--- src/rtl/ctl_irq_pkg.sv ---
package ctl_irq_pkg;

    localparam int N_EV         = 4;
    localparam int EV_LSB       = 4;
    localparam int BIT_GIE      = 0;
    localparam int TRIG_LSB     = 16;
    localparam int TRIG_W       = 4;
    localparam int BIT_DMA_DONE = 20;
    localparam int BIT_DMA_IE   = 28;

    typedef enum logic [1:0] {
        SEL_STATUS = 2'd0,
        SEL_CFG    = 2'd1,
        SEL_DMACTL = 2'd2,
        SEL_NONE   = 2'd3
    } reg_sel_e;

    typedef struct packed {
        logic              gie;
        logic [N_EV-1:0]   ev_en;
        logic [TRIG_W-1:0] trig;
        logic              dma_ie;
    } irq_cfg_t;

    function automatic logic irq_eval(input irq_cfg_t cfg,
                                      input logic [N_EV-1:0] flags,
                                      input logic dma_done);
        logic ev_any;
        ev_any = |(flags & cfg.ev_en);
        return (cfg.gie & ev_any) | (cfg.dma_ie & dma_done);
    endfunction

endpackage

--- src/rtl/irq_w1c_bank.sv ---
module irq_w1c_bank #(
    parameter int W = 4
) (
    input  logic         clk,
    input  logic         rst,
    input  logic [W-1:0] set_i,
    input  logic [W-1:0] clr_i,
    output logic [W-1:0] q_o
);

    for (genvar i = 0; i < W; i++) begin : g_bit
        logic q;

        always_ff @(posedge clk) begin
            if (rst)
                q <= 1'b0;
            else if (set_i[i])
                q <= 1'b1;
            else if (clr_i[i])
                q <= 1'b0;
        end

        assign q_o[i] = q;


        set_wins_chk: assert property (@(posedge clk) disable iff (rst)
            set_i[i] |=> q_o[i]);


        sticky_hold_chk: assert property (@(posedge clk) disable iff (rst)
            (q_o[i] && !clr_i[i]) |=> q_o[i]);


        w1c_clear_chk: assert property (@(posedge clk) disable iff (rst)
            (clr_i[i] && !set_i[i]) |=> !q_o[i]);
    end

endmodule

--- src/rtl/irq_cfg_regs.sv ---
module irq_cfg_regs
    import ctl_irq_pkg::*;
#(
    parameter int DATA_W = 32
) (
    input  logic              clk,
    input  logic              rst,
    input  logic              we_cfg,
    input  logic              we_dma,
    input  logic [DATA_W-1:0] wdata,
    output irq_cfg_t          cfg_o
);

    irq_cfg_t cfg_q;
    logic     unused_wdata;

    assign unused_wdata = ^wdata;

    always_ff @(posedge clk) begin
        if (rst) begin
            cfg_q <= '0;
        end else begin
            if (we_cfg) begin
                cfg_q.gie   <= wdata[BIT_GIE];
                cfg_q.ev_en <= wdata[EV_LSB +: N_EV];
                cfg_q.trig  <= wdata[TRIG_LSB +: TRIG_W];
            end
            if (we_dma)
                cfg_q.dma_ie <= wdata[BIT_DMA_IE];
        end
    end

    assign cfg_o = cfg_q;


    cfg_load_chk: assert property (@(posedge clk) disable iff (rst)
        we_cfg |=> (cfg_o.ev_en == $past(wdata[EV_LSB +: N_EV])));


    dma_ie_hold_chk: assert property (@(posedge clk) disable iff (rst)
        !we_dma |=> $stable(cfg_o.dma_ie));

endmodule

--- src/rtl/irq_combiner.sv ---
module irq_combiner
    import ctl_irq_pkg::*;
(
    input  irq_cfg_t        cfg,
    input  logic [N_EV-1:0] flags,
    input  logic            dma_done,
    output logic            irq
);

    always_comb begin
        irq = irq_eval(cfg, flags, dma_done);
    end

endmodule

--- src/rtl/ctl_irq_status.sv ---
module ctl_irq_status
    import ctl_irq_pkg::*;
#(
    parameter int DATA_W = 32,
    parameter int ADDR_W = 2
) (
    input  logic              clk,
    input  logic              rst,
    input  logic              wr_en,
    input  logic [ADDR_W-1:0] wr_addr,
    input  logic [DATA_W-1:0] wr_data,
    input  logic [ADDR_W-1:0] rd_addr,
    output logic [DATA_W-1:0] rd_data,
    input  logic              ev_underrun,
    input  logic              ev_overrun,
    input  logic              ev_cmd_done,
    input  logic              ev_ecc_err,
    input  logic              ev_dma_done,
    output logic              irq
);

    reg_sel_e        wsel, rsel;
    logic            we_status, we_cfg, we_dma;
    logic [N_EV-1:0] ev_vec, st_clr, st_q;
    logic [0:0]      dma_set, dma_clr, dma_q;
    irq_cfg_t        cfg;

    assign wsel      = reg_sel_e'(wr_addr[1:0]);
    assign rsel      = reg_sel_e'(rd_addr[1:0]);
    assign we_status = wr_en && (wsel == SEL_STATUS);
    assign we_cfg    = wr_en && (wsel == SEL_CFG);
    assign we_dma    = wr_en && (wsel == SEL_DMACTL);

    // Bank order follows status bit order: index 0 is bit EV_LSB.
    assign ev_vec  = {ev_underrun, ev_overrun, ev_cmd_done, ev_ecc_err};
    assign st_clr  = we_status ? wr_data[EV_LSB +: N_EV] : '0;
    assign dma_set = ev_dma_done;
    assign dma_clr = we_dma ? wr_data[BIT_DMA_DONE] : 1'b0;

    irq_w1c_bank #(.W(N_EV)) u_status (
        .clk   (clk),
        .rst   (rst),
        .set_i (ev_vec),
        .clr_i (st_clr),
        .q_o   (st_q)
    );

    irq_w1c_bank #(.W(1)) u_dma_done (
        .clk   (clk),
        .rst   (rst),
        .set_i (dma_set),
        .clr_i (dma_clr),
        .q_o   (dma_q)
    );

    irq_cfg_regs #(.DATA_W(DATA_W)) u_cfg (
        .clk    (clk),
        .rst    (rst),
        .we_cfg (we_cfg),
        .we_dma (we_dma),
        .wdata  (wr_data),
        .cfg_o  (cfg)
    );

    irq_combiner u_comb (
        .cfg      (cfg),
        .flags    (st_q),
        .dma_done (dma_q[0]),
        .irq      (irq)
    );

    always_comb begin
        rd_data = '0;
        unique case (rsel)
            SEL_STATUS: rd_data[EV_LSB +: N_EV] = st_q;
            SEL_CFG: begin
                rd_data[BIT_GIE]             = cfg.gie;
                rd_data[EV_LSB +: N_EV]      = cfg.ev_en;
                rd_data[TRIG_LSB +: TRIG_W]  = cfg.trig;
            end
            SEL_DMACTL: begin
                rd_data[BIT_DMA_DONE] = dma_q[0];
                rd_data[BIT_DMA_IE]   = cfg.dma_ie;
            end
            default: rd_data = '0;
        endcase
    end


    irq_masked_chk: assert property (@(posedge clk) disable iff (rst)
        (!cfg.gie && !(cfg.dma_ie && dma_q[0])) |-> !irq);


    dma_irq_chk: assert property (@(posedge clk) disable iff (rst)
        (cfg.dma_ie && dma_q[0]) |-> irq);


    reset_state_chk: assert property (@(posedge clk)
        $past(rst) |-> (st_q == '0 && dma_q == '0 && !irq));

endmodule

--- config.mk ---
export PLATFORM = sky130hd
export DESIGN_NAME = ctl_irq_status
export DESIGN_NICKNAME = d
export VERILOG_FILES = /design/src/rtl/ctl_irq_pkg.sv /design/src/rtl/irq_w1c_bank.sv /design/src/rtl/irq_cfg_regs.sv /design/src/rtl/irq_combiner.sv /design/src/rtl/ctl_irq_status.sv
export SDC_FILE = /design/constraint.sdc
export NUM_CORES = 1
export LEC_CHECK = 0
export BUFFER_PORTS_ARGS = -buffer_cell sky130_fd_sc_hd__buf_2
export CAP_MARGIN = 20
export CORE_UTILIZATION = 35
export CTS_BUF_LIST = sky130_fd_sc_hd__clkbuf_16
export DETAILED_ROUTE_END_ITERATION = 12
export PLACE_DENSITY = 0.81
export SYNTH_ARGS = -nofsm -noshare
export SYNTH_HDL_FRONTEND = slang
export SYNTH_SLANG_ARGS = --single-unit
--- constraint.sdc ---
create_clock -name clk -period 3.7 [get_ports clk]
set_clock_uncertainty 0.15 [all_clocks]
set_input_delay 1.11 -clock clk [delete_from_list [all_inputs] [get_ports clk]]
set_output_delay 1.11 -clock clk [all_outputs]
set_load 0.005 [all_outputs]
# Word-level counts from Yosys, hierarchy flattened
# Cells that the tools add are included.
classes:
  reduce_logical: 11
  n_mux: 17
  eq_ne: 4
  n_bitwise: 4
ops:
  columns: ["operator", "n"]
  rows:
  - ["$mux W1", 14]
  - ["$reduce_bool A2 Y1", 5]
  - ["$mux W4", 2]
  - ["$pmux W4 S2", 1]
  - ["$and A4 B4 Y4", 1]
  - ["$eq A2 B1 Y1 const B", 2]
  - ["$eq A2 B2 Y1 const B", 2]
  - ["$logic_not A2 Y1", 2]
  - ["$reduce_or A4 Y1", 1]
  - ["$logic_and A1 B1 Y1", 3]
  - ["$and A1 B1 Y1", 2]
  - ["$or A1 B1 Y1", 1]
word_totals:
  input_bits: 44
  wordCells: 45
  ff_bits: 15
  output_inout_bits: 33

# Logic depth before layout (Yosys ltp)
# Gate-level depths: netlist (run 1).
depth:
  ltp_word: 5
  mapped_depth: 4
  ltp_nobuf: 3

# Hierarchy
# From an unflattened synthesis (run 1), not the netlist that was laid out.
hier_totals:
  hier_cells: 108
  hier_area_um2: 943.4
modules_own_cells:
  columns: ["module", "area_each_um2", "seq_area_each_um2", "n_inst", "cells_each"]
  rows:
  - ["irq_cfg_regs", 354.1, 200.2, 1, 32]
  - ["ctl_irq_status", 352.8, 0.0, 1, 48]
  - ["irq_w1c_bank (u_status)", 170.2, 80.1, 1, 20]
  - ["irq_w1c_bank (u_dma_done)", 38.8, 20.0, 1, 4]
  - ["irq_combiner", 27.5, 0.0, 1, 4]

# Worst setup path after synthesis (run 1)
# OpenSTA, ideal clock, no wires.
synth_timing:
  path_kind: "input to output"
  startpoint: "in rd_addr[0]"
  endpoint: "out rd_data[0]"
  slack_ns: 0.845
  arrival_ns: 1.595
  t_required_ns: 2.440
  n_path_buf: 1
  path_stages: 3
  path_cell_list: "buf_2 and2b_1 and2_1"
synth_via:
  elab_chain_len: 2
synth_lines:
  columns: ["element", "line", "source"]
  rows:
  - ["start: declaration", "ctl_irq_status.sv:12", "input logic [ADDR_W-1:0] rd_addr,"]
  - ["$eq A2 B1 Y1", "ctl_irq_status.sv:74", "unique case (rsel)"]
  - ["$mux W1", "ctl_irq_status.sv:74", null]
  - ["end: declaration", "ctl_irq_status.sv:13", "output logic [DATA_W-1:0] rd_data,"]
# No other way between the ends.

# Final worst setup path (run 1)
layout_timing:
  startpoint: "in rd_addr[1]"
  endpoint: "out rd_data[0]"
# The elaborated chain is that of the path after synthesis.

==> impl_metrics.json, run 1 <==
{
  "status": "finished clean",
  "hold_class": "reg2reg",
  "min_delay_path_depth": 2,
  "worst_pin_slew_ns": 0.634,
  "rsz0062_at_grt": "false",
  "fin_crit_sh_pct": 82.2,
  "cts_max_level": 1,
  "cts_tree": "yes",
  "grt_start_max_net_pins": 16,
  "crit_path_frequent_cell": "buf_2",
  "ys.warnings.count": 0,
  "final_cell_mix": "buf_2 (34), conb_1 (21), nor2_1 (19)",
  "avgSynthCellArea_um2": 8.80,
  "p_per_area_nw_per_um2": 411,
  "cts_resized": 0,
  "start_util_pct": 37.9,
  "crit_buf_inv": 2,
  "cap_violations": 0,
  "post_cts_buffers": 0,
  "hold_slack_ns": 0.336,
  "critical_path.top_delay_family": "simple AND/OR/NAND/NOR gates",
  "ant_nets": 0,
  "numPortBuffers": 34,
  "slowest_delay_ns": 0.24,
  "n_fill_cell": 220,
  "ys_seq_area_share_pct": 34.8,
  "ys_ff_latch": 15,
  "place_congestion": 0.694,
  "cts-hold-fix-buffers": 0,
  "cp_max_fo": 7,
  "wl_met1_um": 783,
  "r2r_cells": 2,
  "die_h_um": 51.6,
  "final_cells": 160,
  "slew_headroom_pct": 57.7,
  "area_growth_pct": 21.0,
  "final.setup.tns_ns": 0,
  "antenna_found_initial": 0,
  "leakagePower_uw": 0.000613,
  "arrival_ns": 1.78,
  "cp_slowest_cell": "and2b_1",
  "final_common_cell": "buf_2",
  "clock_latency_ns": 0.24,
  "drv_slew": 0,
  "placed_cells": 156,
  "finalWirelength_um": 1800,
  "wl_met2_um": 843,
  "startpoint_type": "primary input",
  "vias_per_cell": 4.56,
  "hold_viol": 0,
  "synth_edf_count": 0,
  "cts_sinks": 15,
  "dieArea_um2": 2670,
  "path_class": "in2out",
  "r2r_end": "u_status.g_bit[3].q",
  "yosys-top-cells-area": "dfxtp_1 (35%), buf_4 (18%), mux2i_1 (16%), nor2_1 (8.3%), a311oi_1 (4.1%)",
  "n_antenna_cell": 0,
  "synth.largest_area_cell": "dfxtp_1",
  "highest_layer": "met4",
  "coreArea_um2": 2280,
  "via_count": 730,
  "num_rows": 17,
  "synth-async-reset-ratio_pct": 0,
  "grt_pass1_wl_um": 2660,
  "dr.pass1.iters": 4,
  "synth.top_cell.area_share_pct": 34.8,
  "crit_chain": "buf_2, and2b_1, and2_1, buf_2",
  "wl_met3_um": 114,
  "grt_pass1_vias": 642,
  "clkSlewWorstSetupHoldPaths_ns": 0.05,
  "fmax_ghz": 0.329,
  "syn-cell-area_um2": 862,
  "first_iter_violations": 9,
  "num-nets-final": 177,
  "wire_per_inst_um": 11.2,
  "finalSetupViolCount": 0,
  "synth_ff_type": "dfxtp_1",
  "root_buffer": "clkbuf_16",
  "overflow": 0,
  "syn_inst": 98,
  "reg2reg_slack_ns": 2.81,
  "path_depth": 4,
  "die_width_um": 51.6,
  "drive_gt1_share_pct": 28.0,
  "vdd_drop_max_mv": 0.162,
  "crit_end": "rd_data[0]",
  "crit_path_start": "rd_addr[1]",
  "grt_use_total_pct": 14.0,
  "ios": 77,
  "cp.required_ns": 2.44,
  "yosysUniqueCellTypes": 19,
  "cts_made_buffers": 3,
  "drc": 0,
  "min_period_ns": 3.04,
  "r2r_start": "u_status.g_bit[3].q",
  "dpl.hpwl_um": 1450,
  "clockBufferDepth": 2,
  "crit_path_end_kind": "output pin"
}
==> metrics by stage <==
step	total power [uW]	setup WS [ns]	utilization, %	area [um2]
detailed placement	228	0.664	42.4	965
floorplan	221	0.845	-	937
finish	429	0.657	45.8	1040
global route	445	0.607	45.8	1040
global placement	224	0.682	42.4	965
CTS	431	0.665	45.8	1040
==> cell type report <==
type,count,area [um2],area share [%]
clock inverter,1,3.75,0.360
clock buffer,3,75.1,7.19
inverter,4,15.0,1.44
multi-input combinational,75,444,42.6
tap,28,35.0,3.36
sequential,15,300,28.8
timing repair buffer,34,170,16.3
==> state kept, by name, summed over array words and instances, names as in the netlist <==
signal,flops
u_dma_done.q_o,1
u_status.g_bit.q,4
u_cfg.cfg_o,10
==> per-layer routing <==
metal / GRT usage [%] / up-vias
met3: 1.75 / 5
met5: 0 / -
met4: 10.8 / 0
li1: - / 355
met1: 13.6 / 328
met2: 26.4 / 42
==> cell usage after synthesis, types with 2 or more instances <==
cell type / number
a22oi_1: 2
a311oi_1: 4
and2_1: 5
and3b_1: 2
buf_4: 21
dfxtp_1: 15
inv_1: 4
mux2i_1: 14
nand3b_1: 2
nor2_1: 19
nor3b_1: 2
==> logic make-up after synthesis <==
group | after synthesis | share of synthesized area (%)
AOI/OAI and AO/OA | 7 | 6.82
and+or+nand+nor | 33 | 19.3
muxes | 14 | 16.3
other | 1 | 0.435
buffers and inverters | 28 | 22.3
DFF | 15 | 34.8
==> report_power, final <==
part | internal, uW | switching [uW]
clock | 143 | 61.0
combinational | 22.6 | 26.9
sequential | 170 | 5.46
total | 335 | 93.4
==> worst reg2reg max path, cell delays in order, from the launching register on <==
cell,delay (ns)
dfxtp_1,0.35
nor2_1,0.06
a311oi_1,0.24
==> worst min-delay path by stage <==
stage	from	end
finish	u_cfg.cfg_o[1]	u_cfg.cfg_o[1]
global route	u_cfg.cfg_o[1]	u_cfg.cfg_o[1]
CTS	u_cfg.cfg_o[1]	u_cfg.cfg_o[1]
detailed placement	u_cfg.cfg_o[1]	u_cfg.cfg_o[1]
global placement	u_cfg.cfg_o[4]	u_cfg.cfg_o[4]
floorplan	u_cfg.cfg_o[1]	u_cfg.cfg_o[1]
Power figures use the tool's default switching activity.
==> run 2: changes to the inputs <==
--- a/config.mk
+++ b/config.mk
@@ -5,12 +5,13 @@
 export SDC_FILE = /design/constraint.sdc
 export NUM_CORES = 1
 export LEC_CHECK = 0
+export ABC_AREA = 1
 export BUFFER_PORTS_ARGS = -buffer_cell sky130_fd_sc_hd__buf_2
 export CAP_MARGIN = 20
 export CORE_UTILIZATION = 35
 export CTS_BUF_LIST = sky130_fd_sc_hd__clkbuf_16
 export DETAILED_ROUTE_END_ITERATION = 12
-export PLACE_DENSITY = 0.81
+export PLACE_DENSITY = 0.8
 export SYNTH_ARGS = -nofsm -noshare
 export SYNTH_HDL_FRONTEND = slang
 export SYNTH_SLANG_ARGS = --single-unit
==> constraint.sdc (replaced) <==
create_clock -name clk -period 3.02 [get_ports clk]
set_clock_uncertainty 0.15 [all_clocks]
set_input_delay 0.906 -clock clk [delete_from_list [all_inputs] [get_ports clk]]
set_output_delay 0.906 -clock clk [all_outputs]
set_load 0.005 [all_outputs]
==> run 2 against run 1 <==
Synthesized cell count up 36%. Via count up 15%. Non-clock buffer count unchanged. Worst hold slack worse by 0.027 ns. Global-route usage is 0.11 points higher. Power rose by 22%. Sequential cell count unchanged. Critical endpoint is now rd_data[7]. Highest routed layer unchanged.
==> impl_metrics.json, run 2 <==
{
  "wire_per_inst_um": 8.80,
  "num_rows": 18,
  "final_util_pct": 44.2,
  "ys_seq_area_share_pct": 33.3,
  "grt_start_max_net_pins": 16,
  "numPortBuffers": 34,
  "dieArea_um2": 2780,
  "first_iter_violations": 12,
  "synthAdderAreaFrac_pct": 0,
  "fmax_ghz": 0.371,
  "pwr-share-clk_pct": 47.5,
  "fin_ws_ns": 0.327,
  "r2r_cells": 2,
  "ys_ff_latch": 15,
  "ys.warnings.count": 0,
  "cts_sinks": 15,
  "final_cells": 197,
  "synth_compound_area_share_pct": 11.7,
  "dr.pass1.iters": 4,
  "n_antenna_cell": 0,
  "via_count": 836,
  "cp.required_ns": 1.96,
  "cts-hold-fix-buffers": 0,
  "yosys.area_share.simple_pct": 27.4,
  "vdd_drop_max_mv": 0.339,
  "grt_pass1_wl_um": 2800,
  "drv_slew": 0,
  "p_per_area_nw_per_um2": 483,
  "synth_top_family_by_area": "simple AND/OR/NAND/NOR gates",
  "yosysUniqueCellTypes": 18,
  "synth.largest_area_cell": "dfxtp_1",
  "synth_xor_area_share_pct": 0,
  "fin_crit_sh_pct": 89.2,
  "cts_max_level": 1,
  "start_util_pct": 36.7,
  "cp_max_fo": 8,
  "holdPathEnd": "u_cfg.cfg_o[3]",
  "preCtsSetupSlack_ns": 0.322,
  "reg2reg_slack_ns": 2.24,
  "syn-cell-area_um2": 901,
  "num-nets-final": 212,
  "p_int_uw": 407,
  "startpoint_type": "primary input",
  "synth_most_common_cell": "nand2_1",
  "min_from": "u_cfg.cfg_o[3]",
  "combPwrFrac_pct": 11.6,
  "final.setup.tns_ns": 0,
  "clockBufferDepth": 2,
  "avgSynthCellArea_um2": 6.77,
  "vias_per_cell": 4.24,
  "rsz0062_at_grt": "false",
  "largest_register_ffs": 10,
  "n_fill_cell": 277,
  "power.switching_uw": 117,
  "min_period_ns": 2.69,
  "ios": 77,
  "die_h_um": 52.7,
  "synth.top_cell.area_share_pct": 33.3,
  "cts_made_buffers": 3,
  "syn_inst": 133,
  "leakagePower_uw": 0.000551,
  "synth_edf_count": 0,
  "area_growth_pct": 20.4,
  "hold_class": "reg2reg",
  "min_delay_path_depth": 2,
  "synth_mux_area_share_pct": 0,
  "grt_use_total_pct": 14.1,
  "yosys-top-cells-area": "dfxtp_1 (33%), buf_4 (18%), nand2_1 (13%), a21oi_1 (8.3%), inv_1 (7.5%)",
  "cap_violations": 0,
  "path_class": "in2out",
  "placed_cells": 193,
  "hold_viol": 0,
  "cts_tree": "yes",
  "pwr-share-seq_pct": 40.9,
  "r2r_end": "u_status.g_bit[2].q",
  "post_cts_buffers": 0,
  "synth-async-reset-ratio_pct": 0,
  "die_width_um": 52.7,
  "ant_nets": 0,
  "synth_common_cells": "nand2_1 (31), buf_4 (21), inv_1 (18)",
  "clkSlewWorstSetupHoldPaths_ns": 0.04,
  "power_switching_share_pct": 22.3,
  "hold_slack_ns": 0.309,
  "root_buffer": "clkbuf_16",
  "status": "finished clean",
  "clock_latency_ns": 0.24,
  "crit_path_end_kind": "output pin",
  "cts_resized": 0,
  "r2r_start": "u_status.g_bit[2].q",
  "drive_gt1_share_pct": 24.0,
  "arrival_ns": 1.64,
  "final_cell_mix": "buf_2 (34), nand2_1 (31), conb_1 (21)",
  "finalSetupViolCount": 0,
  "grt_pass1_vias": 674,
  "antenna_found_initial": 0,
  "finalWirelength_um": 1730,
  "place_congestion": 0.761,
  "final_common_cell": "buf_2",
  "synth_ff_type": "dfxtp_1",
  "dpl.hpwl_um": 1350,
  "overflow": 0,
  "coreArea_um2": 2450,
  "drc": 0
}
run 2: cell count changes after synthesis, sizes merged, moves of 4 or more:
cell	delta
a21oi	+15
and2	-5
nand3	+9
nand2	+31
nor2	-12
mux2i	-14
a311oi	-4
o21ai	+6
inv	+14
run 2: per-stage QoR:
stage	cell area (um2)	power (uW)
2_1_floorplan	976	272
3_3_place_gp	1010	277
3_5_place_dp	1010	278
4_1_cts	1080	526
5_1_grt	1080	549
6_report	1080	524
run 2: power by group through the flow:
stage	Combinational, uW	Sequential [uW]	Clock, uW
detailed placement	60.9	218	0
CTS	61.7	214	251
global placement	59.9	217	0
global route	71.7	215	262
finish	60.9	214	249
floorplan	56.1	216	0
run 2: per-layer routing:
layer  vias to the layer above  GRT usage, %  part of all wire (%)  wire [um]
li1                        440             -                     -          -
met1                       365          15.8                    41        713
met2                        26          24.3                    51        882
met3                         5          3.19                   5.8        101
met4                         0          7.89                   2.0         35
met5                         -             0                     0          0
run 2: worst max-delay path by stage:
stage,start,endpoint,slack [ns]
floorplan,rd_addr[0],rd_data[4],0.49
global placement,rd_addr[0],rd_data[7],0.33
detailed placement,rd_addr[0],rd_data[6],0.32
CTS,rd_addr[0],rd_data[6],0.32
global route,rd_addr[0],rd_data[7],0.24
finish,rd_addr[0],rd_data[7],0.33
run 2: layout make-up:
class                      instances  area (um2)  share of cell area, %
clock buffer                       3        75.1                   6.92
tap                               30        37.5                   3.46
clock inverter                     1        3.75                  0.346
multi-input combinational         96         430                   39.7
timing repair buffer              34         170                   15.7
sequential                        15         300                   27.7
inverter                          18        67.6                   6.23
run 2: worst max-delay path: stages:
cell	delay (ns)
buf_2	0.14
or2_1	0.26
o21ai_0	0.18
buf_2	0.14
run 2: kinds of logic (layout without fill, tap and decap cells):
logic type      count (synthesis)  after routing
flops                          15             15
compound gates                 21             21
buf+inv                        42             56
simple gates                   54             54
other cells                     1             21
